## src/rtl/srl_pkg.sv

```systemverilog
package srl_pkg;
    localparam int SR_W     = 8;
    localparam int BYTE_W   = 8;
    localparam int BP_W     = 2;
    localparam int CNT_W    = 2;
    localparam int LOCK_BIT = 7;
    localparam int BP_HI    = 3;
    localparam int BP_LO    = BP_HI - BP_W + 1;
    localparam int WEL_BIT  = 1;
    localparam int BUSY_BIT = 0;
    localparam logic [CNT_W-1:0] CNT_SAT = CNT_W'(2);

    typedef struct packed {
        logic            lock;
        logic [BP_W-1:0] bp;
    } prot_t;

    typedef enum logic {FS_IDLE, FS_OPEN} frame_state_t;

    localparam prot_t PROT_RESET = '{lock: 1'b1, bp: '1};

    // Lock engaged only when the pin is low and the stored lock bit is set.
    function automatic logic write_allowed(input logic pin_n, input logic lock);
        return pin_n | ~lock;
    endfunction

    function automatic prot_t prot_from_byte(input logic [BYTE_W-1:0] b);
        prot_t p;
        p.lock = b[LOCK_BIT];
        p.bp   = b[BP_HI:BP_LO];
        return p;
    endfunction

    function automatic logic [SR_W-1:0] pack_status(input prot_t p, input logic wel,
                                                    input logic busy);
        logic [SR_W-1:0] s;
        s              = '0;
        s[LOCK_BIT]    = p.lock;
        s[BP_HI:BP_LO] = p.bp;
        s[WEL_BIT]     = wel;
        s[BUSY_BIT]    = busy;
        return s;
    endfunction
endpackage

```

## src/rtl/srl_frame.sv

```systemverilog
module srl_frame
    import srl_pkg::*;
(
    input  logic              clk,
    input  logic              rst,
    input  logic              open_stb,
    input  logic              byte_stb,
    input  logic [BYTE_W-1:0] byte_in,
    input  logic              close_stb,
    output logic              frame_done,
    output logic              frame_single,
    output logic [BYTE_W-1:0] frame_byte
);
    frame_state_t     state;
    logic [CNT_W-1:0] count;

    always_ff @(posedge clk) begin
        if (rst) begin
            state      <= FS_IDLE;
            count      <= '0;
            frame_byte <= '0;
        end else if (open_stb) begin
            state <= FS_OPEN;
            count <= '0;
        end else if (state == FS_OPEN) begin
            if (close_stb) begin
                state <= FS_IDLE;
            end else if (byte_stb) begin
                if (count == '0) frame_byte <= byte_in;
                if (count < CNT_SAT) count <= count + 1'b1;
            end
        end
    end

    assign frame_done   = close_stb && (state == FS_OPEN) && !open_stb;
    assign frame_single = (count == CNT_W'(1));
endmodule

```

## src/rtl/srl_wel.sv

```systemverilog
module srl_wel (
    input  logic clk,
    input  logic rst,
    input  logic set_stb,
    input  logic clr_stb,
    input  logic consume,
    output logic wel
);
    always_ff @(posedge clk) begin
        if (rst)                    wel <= 1'b0;
        else if (consume || clr_stb) wel <= 1'b0;
        else if (set_stb)           wel <= 1'b1;
    end
endmodule

```

## src/rtl/srl_prot.sv

```systemverilog
module srl_prot
    import srl_pkg::*;
(
    input  logic  clk,
    input  logic  rst,
    input  logic  load,
    input  prot_t next_val,
    output prot_t prot
);
    always_ff @(posedge clk) begin
        if (rst)       prot <= PROT_RESET;
        else if (load) prot <= next_val;
    end
endmodule

```

## src/rtl/srl_status_top.sv

```systemverilog
module srl_status_top
    import srl_pkg::*;
(
    input  logic              clk,
    input  logic              rst,
    input  logic              wp_n,
    input  logic              wren_stb,
    input  logic              wrdi_stb,
    input  logic              wrsr_stb,
    input  logic              data_stb,
    input  logic [BYTE_W-1:0] data_byte,
    input  logic              cs_rise,
    input  logic              busy_in,
    output logic [SR_W-1:0]   status_byte,
    output logic [BP_W-1:0]   bp_out,
    output logic              lock_out
);
    logic              frame_done;
    logic              frame_single;
    logic [BYTE_W-1:0] frame_byte;
    logic              wel;
    logic              attempt;
    logic              commit;
    prot_t             prot;

    srl_frame u_frame (
        .clk(clk), .rst(rst), .open_stb(wrsr_stb), .byte_stb(data_stb),
        .byte_in(data_byte), .close_stb(cs_rise), .frame_done(frame_done),
        .frame_single(frame_single), .frame_byte(frame_byte)
    );

    // A well-formed frame with the latch set is an attempt; the lock decides.
    assign attempt = frame_done && frame_single && wel;
    assign commit  = attempt && write_allowed(wp_n, prot.lock);

    srl_wel u_wel (
        .clk(clk), .rst(rst), .set_stb(wren_stb), .clr_stb(wrdi_stb),
        .consume(attempt), .wel(wel)
    );

    srl_prot u_prot (
        .clk(clk), .rst(rst), .load(commit),
        .next_val(prot_from_byte(frame_byte)), .prot(prot)
    );

    assign status_byte = pack_status(prot, wel, busy_in);
    assign bp_out      = prot.bp;
    assign lock_out    = prot.lock;
endmodule

```

## config.mk

```make
export PLATFORM = sky130hd
export DESIGN_NAME = srl_status_top
export DESIGN_NICKNAME = d
export VERILOG_FILES = /design/src/rtl/srl_pkg.sv /design/src/rtl/srl_frame.sv /design/src/rtl/srl_wel.sv /design/src/rtl/srl_prot.sv /design/src/rtl/srl_status_top.sv
export SDC_FILE = /design/constraint.sdc
export NUM_CORES = 1
export LEC_CHECK = 0
export CAP_MARGIN = 20
export CORE_MARGIN = 2
export CORE_UTILIZATION = 40
export DETAILED_ROUTE_END_ITERATION = 10
export PLACE_DENSITY = 0.9
export SYNTH_ARGS = -nofsm -noshare
export SYNTH_HDL_FRONTEND = slang
export SYNTH_SLANG_ARGS = --single-unit
```

## constraint.sdc

```tcl
create_clock -name clk -period 1.7 [get_ports clk]
set_input_delay 0.425 -clock clk [delete_from_list [all_inputs] [get_ports clk]]
set_output_delay 0.425 -clock clk [all_outputs]
set_load 0.02 [all_outputs]
```

Word level (Yosys, flattened, before mapping)
Cells that the tools add are included.
{"block": "totals", "register_bits": 15, "latch_bits": 0, "ram_bits": 0, "romBits": 0, "input_bits": 17, "out_inout_bits": 11, "elab_cells": 28, "mem_count": 0}
{"block": "op_classes", "add_sub_neg": 1, "mul": 0, "div_mod_pow": 0, "order_cmp": 1, "n_eq_ne": 1, "shift": 0, "muxes": 3, "bitwise_logic": 4, "reduce_logical": 12}
{"cell": "logical AND 1 bit", "count": 5}
{"cell": "AND reduction 5 bit", "count": 1}
{"cell": "AND reduction 4 bit", "count": 1}
{"cell": "OR reduction 2 bit", "count": 2}
{"cell": "2-to-1 mux 1 bit", "count": 3}
{"cell": "NOT 1 bit", "count": 3}
{"cell": "adder 2 x 1 -> 2 bit, second input constant", "count": 1}
{"cell": "equality test 2 x 1 -> 1 bit, second input constant", "count": 1}
{"cell": "logical NOT 2 bit", "count": 1}
{"cell": "less-than comparator 2 bit, second input constant", "count": 1}
{"cell": "logical NOT 1 bit", "count": 1}
{"cell": "logical OR 1 bit", "count": 1}
{"cell": "bitwise OR 1 bit", "count": 1}

Longest topological paths before layout
Gate-level depths: netlist of run 1.
{"block": "depth", "word_depth": 6, "mapped_depth": 5, "ltp_nobuf": 4}

Cells and area by module
Synthesis of run 1 repeated with hierarchy kept, for this count alone.
{"block": "hier_totals", "hier_cells": 78, "area_unflattened_um2": 747.0}
{"module": "srl_frame", "n_inst": 1, "cells_per_inst": 54, "area_each_um2": 515.5, "seq_area_each_um2": 220.2}
{"module": "srl_prot", "n_inst": 1, "cells_per_inst": 9, "area_each_um2": 105.1, "seq_area_each_um2": 60.1}
{"module": "srl_status_top", "n_inst": 1, "cells_per_inst": 12, "area_each_um2": 90.1, "seq_area_each_um2": 0.0}
{"module": "srl_wel", "n_inst": 1, "cells_per_inst": 3, "area_each_um2": 36.3, "seq_area_each_um2": 20.0}

Worst setup path after synthesis of run 1
No wires, ideal clock.
{"block": "synth_path", "path_type": "input-to-reg", "from": "input wrsr_stb", "to": "register u_prot.prot[2] (netlist name)", "setup_time_ns": 0.122, "arrival_ns": 1.088, "required_time_ns": 1.578, "slack_ns": 0.490, "path_stages": 3, "n_path_buf": 0, "cell_sequence": "and4b_1 > and2_4 > a221o_1"}
{"block": "synth_between", "elab_chain_len": 5}
{"element": "start, declared", "line": "srl_status_top.sv:9", "rtl": "input logic wrsr_stb,"}
{"element": "logical NOT 1 bit", "line": "srl_frame.sv:35", "rtl": "assign frame_done = close_stb && (state == FS_OPEN) && !open_stb;"}
{"element": "logical AND 1 bit", "line": "srl_frame.sv:35"}
{"element": "logical AND 1 bit (2 in series)", "line": "srl_status_top.sv:33", "rtl": "assign attempt = frame_done && frame_single && wel;"}
{"element": "logical AND 1 bit", "line": "srl_status_top.sv:34", "rtl": "assign commit = attempt && write_allowed(wp_n, prot.lock);"}
No other way between the ends.
A chain may end at the register's enable or synchronous reset.

Final worst setup path of run 1
{"block": "layout_path", "from": "register u_wel.wel", "to": "output status_byte[1]"}
{"element": "start, declared", "line": "srl_wel.sv:7", "rtl": "output logic wel"}
{"element": "start signal, assigned", "line": "srl_wel.sv:10", "rtl": "if (rst) wel <= 1'b0;"}
{"element": "start signal, assigned", "line": "srl_wel.sv:11", "rtl": "else if (consume || clr_stb) wel <= 1'b0;"}
{"element": "start signal, assigned", "line": "srl_wel.sv:12", "rtl": "else if (set_stb) wel <= 1'b1;"}
{"element": "end, declared", "line": "srl_status_top.sv:14", "rtl": "output logic [SR_W-1:0] status_byte,"}
No word-level cell between the ends.

==> impl_summary.md, run 1 <==
Worst setup path
The critical path starts at u_wel.wel$_SDFFE_PP0P_. The worst setup path is captured at an output port. The data arrival time at the worst-slack endpoint is 1.21 ns. The worst register-to-register path begins at u_frame.count[1]$_SDFFE_PP0P_. For this run, the slowest stage of the critical path takes 0.61 ns. The reg-to-reg setup timing slack is 0.50 ns. STA classifies the critical path startpoint as a flop. Among cell families on the critical path, the largest total delay comes from buffers and inverters. The maximum fanout count along the critical path is 3.

Counting both buffers and inverters, the worst setup path holds a total of 1. At the worst endpoint, the required time is 1.27 ns. Walking the worst path, the cells encountered are clkdlybuf4s50_1.

On the critical path, the stage with the largest delay is an instance of sky130_fd_sc_hd__clkdlybuf4s50_1. The critical path is of the reg2out type.

Die
The core outline area is 1270 um^2. The full die area is 1620 um^2. The die height is 40.2 um. The floorplan die width is 40.2 um. 28 I/O pins were placed. The initial utilization of the core area, before any placement, comes to 41.3%. The standard-cell row count is 13.

Timing
The setup total negative slack is 0 ns. Setup repair after global routing left no endpoint under its margin. The number of setup violations in the final report is 0. The number of hold violations in the final report is 0. The max-slew violation count is 0. The ratio of final minimum period to clock period is 95.9%. Across the routed clock network, the largest skew measured is 0.000662 ns. The final critical delay including setup and external delays is 1.63 ns. Derived from the worst setup path, the maximum achievable clock frequency is 613 MHz.

Synthesis
Ranked by total cell area, the synthesized netlist is headed by sky130_fd_sc_hd__dfxtp_1, sky130_fd_sc_hd__buf_4, sky130_fd_sc_hd__mux2i_1, sky130_fd_sc_hd__nand2b_1, sky130_fd_sc_hd__nor2_1. The synthesized design devotes to its leading area cell type 38.2% of total area. The total of flip-flops plus latches after synthesis is 10.

The post-synthesis cell type count is 20. In the synthesized netlist the async set-or-reset flop fraction comes to 0%. The dominant register cell in the synthesized netlist is sky130_fd_sc_hd__dfxtp_1. After synthesis, flip-flops and latches occupy 38.2% of the total area. The post-synthesis instance area is 524 um^2. Each instance of the synthesized netlist takes up on average 9.20 um^2. Yosys mapped a number of flops with a built-in enable equal to 0.

The most area-hungry cell type in the Yosys netlist is sky130_fd_sc_hd__dfxtp_1. Synthesis produced a netlist whose cell count is 57. Yosys printed 0 warnings.

Clock network
Counting along the longest clock path gives a buffer depth of 2. CTS saw 10 sinks. The TritonCTS clock tree is yes. The library cell used as clock root buffer is sky130_fd_sc_hd__clkbuf_4. The total clock buffers created by CTS is 3.

The buffer count from post-CTS setup fixing is 0. In this run the number of H-tree levels came out at 1. The count of cells resized by post-cts repair is 0. The source-to-sink clock delay at the later pin of the worst-skew pair is 0.25 ns.

Clock-pin slew was measured on the worst setup and hold paths at 0.06 ns. For this design, the CTS-stage hold fixing added 0 buffers.

Run status
The flow ran to the end, and the final reports show no timing, DRC or antenna violations.

Min path
In this run the most critical hold path is launched from u_frame.frame_byte[3]$_SDFFE_PP0P_. The min-delay analysis places its worst path in the category reg2reg.

Global routing
The number of antenna violations at the first check in global routing is 0. Summed over all layers, the global routing overflow is 0. The global router's overall resource usage is 14.3%.

Entering global routing, the biggest net connects 16 pins. The wire length of the first global-routing pass is 1.41 mm. The via count of the first global-routing pass is 338.

Drt
In the routed design, unresolved DRC markers number 0. The detailed router placed 410 vias in this run. Dividing the detail-routed via count by the number of cells gives 4.82. The total wirelength of the detailed-routed design is 847 um. In this run the remaining antenna-violating nets after routing total 0. The mean routed wirelength per cell is 9.96 um. The number of violations reported at the end of detailed-routing iteration 0 is 5. The number of iterations in the first detailed-routing pass is 4.

Pwr
The design draws 0.452 mW. The leakage dissipation is 0.273 nW. Across the VDD grid, the largest voltage drop is 0.419 mV.

The total power divided by cell area is 653 nW/um^2.

Layout
The share of cells above drive strength 1 is 8.57%. In the layout the commonest cells are sky130_fd_sc_hd__clkdlybuf4s50_1, sky130_fd_sc_hd__dfxtp_1, sky130_fd_sc_hd__nor2_1, sky130_fd_sc_hd__nand2b_1, sky130_fd_sc_hd__mux2i_1. The layout net count is 91. Summing all multi-input logic gate instances after layout gives 255 um^2. Compared with the post-synthesis result, the final layout area differs by 32.0%. The number of antenna diodes in the final layout is 0.

The count of filler cells inserted in the layout is 119. Across the whole layout, storage elements account for 200 um^2. The most frequent standard cell in the layout excluding fill and tap cells is sky130_fd_sc_hd__clkdlybuf4s50_1.

Place
Input and output buffers added on the ports amount to 17. Detailed placement finished with a half-perimeter wire length of 651 um. The last weighted congestion value of the routability-driven placer is 0.821.

Job
The count of max-cap constraint violations is 0.
cell families after synthesis:
family                   after synthesis  share of synthesized area [%]
AO/OA/AOI/OAI                          2                           3.10
XOR/XNOR                               1                           1.67
adder cells (fa/ha/maj)                2                           4.77
buffers and inverters                 12                           14.6
flip-flops                            10                           38.2
multiplexers                           5                           9.55
other                                  1                          0.715
AND/OR/NAND/NOR                       24                           27.4
path summary, 6_finish.rpt:
check / cells past startpoint / end
worst max-delay path: 1 / status_byte[1]
worst min-delay path: 2 / u_frame.frame_byte[3]$_SDFFE_PP0P_
worst max register to register: 4 / u_prot.prot[2]$_SDFFE_PP1P_
worst min register to register: 2 / u_frame.frame_byte[3]$_SDFFE_PP0P_
metal layers:
layer	part of all wire (%)	vias to the layer above	GRT usage [%]
li1	-	206	-
met1	46	186	16.8
met2	44	14	19.0
met3	5.4	4	5.00
met4	4.1	0	15.0
met5	0	-	0
Yosys cell counts, types with 2 or more instances:
cell / number
sky130_fd_sc_hd__dfxtp_1: 10
sky130_fd_sc_hd__buf_4: 8
sky130_fd_sc_hd__nand2b_1: 7
sky130_fd_sc_hd__nor2_1: 7
sky130_fd_sc_hd__mux2i_1: 5
sky130_fd_sc_hd__and4b_1: 2
sky130_fd_sc_hd__ha_1: 2
sky130_fd_sc_hd__inv_1: 2
sky130_fd_sc_hd__nand3_1: 2
sky130_fd_sc_hd__nor3_1: 2
worst reg2reg max path: cells and delay by family, from the launching register on:
kind            cells  cell delay, ns
compound gates      1            0.33
fa+ha+maj           1            0.20
buf+inv             1            0.07
flops               1            0.35
simple gates        1            0.14
flip-flops by register name (all words and copies together) (netlist names):
name                count
u_frame.count           2
u_frame.frame_byte      3
u_frame.state           1
u_wel.wel               1
u_prot.prot             3
power by group:
group | switching (mW) | internal (mW)
combinational | 0.0238 | 0.0335
clock | 0.0717 | 0.0813
sequential | 0.00291 | 0.239
area by class of cell:
type / count / area share (%)
tap: 15 / 2.71
clock buffer: 3 / 3.25
sequential: 10 / 28.9
timing repair buffer: 18 / 27.1
inverter: 2 / 1.08
multi-input combinational: 37 / 36.9
per-stage QoR:
step | hold WS [ns] | utilization, % | cell area (um^2) | instances | setup WS, ns
2_1_floorplan | 0.448 | - | 532 | 59 | 0.490
3_3_place_gp | 0.459 | 52.0 | 659 | 82 | -0.0228
3_5_place_dp | 0.474 | 52.0 | 659 | 82 | -0.0415
4_1_cts | 0.483 | 53.7 | 682 | 85 | 0.0276
5_1_grt | 0.504 | 54.5 | 692 | 85 | 0.00677
6_report | 0.481 | 54.5 | 692 | 85 | 0.0694
Note: power is estimated with default switching activity, not from simulation.
==> inputs of run 2 (changes only) <==
--- a/config.mk
+++ b/config.mk
@@ -9,7 +9,7 @@
 export CORE_MARGIN = 2
 export CORE_UTILIZATION = 40
 export DETAILED_ROUTE_END_ITERATION = 10
-export PLACE_DENSITY = 0.9
+export PLACE_DENSITY = 0.88
 export SYNTH_ARGS = -nofsm -noshare
 export SYNTH_HDL_FRONTEND = slang
 export SYNTH_SLANG_ARGS = --single-unit
==> run 2 against run 1 <==
  * Combinational power rose by 2%
  * Routed wire length is 9.4% higher
  * Register-to-register slack about the same
  * Core utilization is 2.3 points higher
  * First-iteration DRC count is 60% lower
==> impl_summary.md, run 2 (synthesis results as in run 1) <==
Run status
The run finished with clean final reports.

Clock network
The number of H-tree levels is 1 (unchanged). The TritonCTS sink count is 10 (unchanged). The CTS clock-pin slew for the worst setup and hold paths came to 0.07 ns (about the same). The tree is rooted in a sky130_fd_sc_hd__clkbuf_4. The maximum clock insertion buffer count came to 2 (unchanged). The buffer count from post-CTS setup fixing was 0 (unchanged). The total clock buffers created by CTS is 3 (unchanged).

The source-to-sink clock delay at the later pin of the worst-skew pair is 0.26 ns (about the same). The TritonCTS clock tree is yes. The number of hold-repair buffers added at the cts stage is 0 (unchanged).

Layout
The antenna cell count is 0 (unchanged). The layout net count came to 93 (+2.2%). The largest registers in the layout are u_frame.frame_byte (3), u_prot.prot (3), u_frame.count (2). The share of cells above drive strength 1 is 12.3% (+3.8 points). Relative to the synthesized area, the layout overhead comes to 37.5%. The count of filler cells inserted in the layout is 122 (+2.5%).

The library cell used most frequently in the layout, excluding fill and tap cells, is sky130_fd_sc_hd__clkdlybuf4s50_1. The post-route cell area is 721 um^2 (+4.2%). Leaving out fill and tap cells, the most frequent cells in the layout are sky130_fd_sc_hd__clkdlybuf4s50_1, sky130_fd_sc_hd__dfxtp_1, sky130_fd_sc_hd__nor2_1, sky130_fd_sc_hd__nand2b_1, sky130_fd_sc_hd__mux2i_1.

Worst setup path
The element type at the critical path end is an output port. The critical register-to-register path startpoint is u_frame.count[1]$_SDFFE_PP0P_. The critical path required time came to 1.27 ns (about the same). The critical path starts at u_prot.prot[0]$_SDFFE_PP1P_.

The total stage count of the critical path is 1 (unchanged). The biggest cell delay along the critical path is 0.60 ns (about the same). The maximum fanout count along the critical path was 3 (unchanged). The data arrival time at the worst-slack endpoint is 1.21 ns (about the same). The end point of the critical path is status_byte[2].

Among all stages on the critical path, the largest delay is contributed by sky130_fd_sc_hd__clkdlybuf4s50_1. The number of buffers and inverters on the critical path is 1 (unchanged). The kind of cell adding the most delay to the critical path is buffers and inverters. Walking the worst path, the cells encountered are clkdlybuf4s50_1. The reg-to-reg setup timing slack is 0.49 ns (about the same). The reg-to-reg critical path endpoint is u_prot.prot[2]$_SDFFE_PP1P_. The worst setup path is launched from a flop.

The kind of critical path is reg2out. The number of cells on the worst reg-to-reg path is 4 (unchanged).

Place
The last weighted congestion value of the routability-driven placer was 0.845 (+2.9%). The count of input and output buffers was 17 (unchanged). The half-perimeter wire length after placement came to 722 um (+11%).

The standard cell area after detailed placement came to 674 um^2 (+2.3%). The post-place setup slack was -0.0738 ns (-0.0323 ns).

Timing
The worst setup margin came to 0.0629 ns (-0.00652 ns). Setup repair after global routing left no endpoint under its margin. The number of hold violations in the final report was 0 (unchanged). The highest achievable clock rate is 611 MHz (-0.40%). The max-slew violation count is 0 (unchanged).

The setup total negative slack was 0 ns (unchanged). The clock skew was 0.00277 ns (+0.00211 ns). The final critical delay including setup and external delays is 1.64 ns (+0.00652 ns). The ratio of final minimum period to clock period came to 96.3% (+0.38 points). The number of setup violations in the final report is 0 (unchanged).

Die
The standard-cell row count is 13 (unchanged). The full die area is 1620 um^2 (unchanged). The core outline area is 1270 um^2 (unchanged). The number of top-level design ports is 28 (unchanged).

The die height came to 40.2 um (unchanged). The effective utilization at floorplan is 41.3% (unchanged). The floorplan die width is 40.2 um (unchanged).

Global routing
The number of antenna violations at the first check in global routing came to 0 (unchanged). The wire length of the first global-routing pass came to 1.48 mm (+4.9%). The via count of the first global-routing pass is 371 (+9.8%). The largest net degree at the start of global routing is 16 (unchanged).

The global router's overall resource usage is 15.4% (+1.2 points). The final global-route overflow total was 0 (unchanged).

Drt
The post-route antenna net violation count is 0 (unchanged). The number of remaining DRC errors is 0 (unchanged). The total wirelength of the detailed-routed design came to 927 um (+9.4%). The number of iterations in the first detailed-routing pass was 3 (-1).

The via count of the routed design came to 402 (-2.0%). The number of vias per cell after detailed routing is 4.57 (-5.3%). The mean routed wirelength per cell is 10.5 um (+5.7%).

The number of violations reported at the end of detailed-routing iteration 0 is 2 (-3).

Pwr
The power spent charging and discharging nets came to 0.114 mW (+16%). The leakage dissipation is 0.307 nW (+13%). The combinational fraction of design power came to 11.4% (-1.3 points). The peak ir drop on the vdd network is 0.438 mV (+4.7%). The sequential cell fraction of total power was 46.6% (-6.8 points). The switching share of power was 22.0% (+0.24 points). The total power divided by cell area is 717 nW/um^2 (+9.8%). The clock network power share is 42.0% (+8.1 points). The internal power consumption was 0.403 mW (+14%).

Job
The count of max-cap constraint violations is 0 (unchanged).

Min path
The path class of the tightest hold or removal check is reg2reg.
[run 2: cell types whose count changed in the layout (fill, tap and decap cells not counted), sizes merged]
cell / delta
clkbuf: +1
buf: +2
[run 2: worst min-delay path by stage]
stage,startpoint,end,cells past startpoint
CTS,u_frame.frame_byte[7]$_SDFFE_PP0P_,u_frame.frame_byte[7]$_SDFFE_PP0P_,2
finish,u_frame.frame_byte[7]$_SDFFE_PP0P_,u_frame.frame_byte[7]$_SDFFE_PP0P_,2
global placement,u_frame.frame_byte[3]$_SDFFE_PP0P_,u_frame.frame_byte[3]$_SDFFE_PP0P_,2
detailed placement,u_frame.frame_byte[7]$_SDFFE_PP0P_,u_frame.frame_byte[7]$_SDFFE_PP0P_,2
floorplan,u_frame.frame_byte[2]$_SDFFE_PP0P_,u_frame.frame_byte[2]$_SDFFE_PP0P_,2
global route,u_frame.frame_byte[3]$_SDFFE_PP0P_,u_frame.frame_byte[3]$_SDFFE_PP0P_,2
[run 2: per-stage QoR]
| stage | utilization [%] | instances | hold WS [ns] | total power, mW |
|---|---|---|---|---|
| 2_1_floorplan | - | 59 | 0.448 | 0.281 |
| 3_3_place_gp | 53.2 | 84 | 0.461 | 0.304 |
| 3_5_place_dp | 53.2 | 84 | 0.464 | 0.305 |
| 4_1_cts | 56.0 | 88 | 0.484 | 0.523 |
| 5_1_grt | 56.8 | 88 | 0.508 | 0.543 |
| 6_report | 56.8 | 88 | 0.483 | 0.517 |
[run 2: layer usage]
layer / vias to the layer above / global-route usage [%] / routed length, um / part of all wire, %
met5: - / 0 / 0 / 0
met4: 0 / 10.0 / 12 / 1.3
met3: 2 / 6.67 / 74 / 8.0
met2: 17 / 25.8 / 457 / 49
met1: 174 / 15.5 / 383 / 41
li1: 209 / - / - / -
[run 2: repair_timing]
item | CTS | global route
setup endpoints to repair | 0 | 5
gates resized for setup | 0 | 4
hold endpoints to repair | 0 | 0
[run 2: layout make-up]
cell class / instances / area (um^2) / share of cell area, %
multi-input combinational: 37 / 255 / 35.4
inverter: 2 / 7.51 / 1.04
tap: 15 / 18.8 / 2.60
timing repair buffer: 20 / 203 / 28.1
clock buffer: 4 / 36.3 / 5.03
sequential: 10 / 200 / 27.8
[run 2: power by group through the flow]
stage | combinational (mW) | sequential [mW] | clock [mW]
finish | 0.0587 | 0.241 | 0.217
floorplan | 0.0358 | 0.246 | 0
global route | 0.0645 | 0.241 | 0.238
CTS | 0.0592 | 0.241 | 0.223
detailed placement | 0.0588 | 0.246 | 0
global placement | 0.0577 | 0.246 | 0
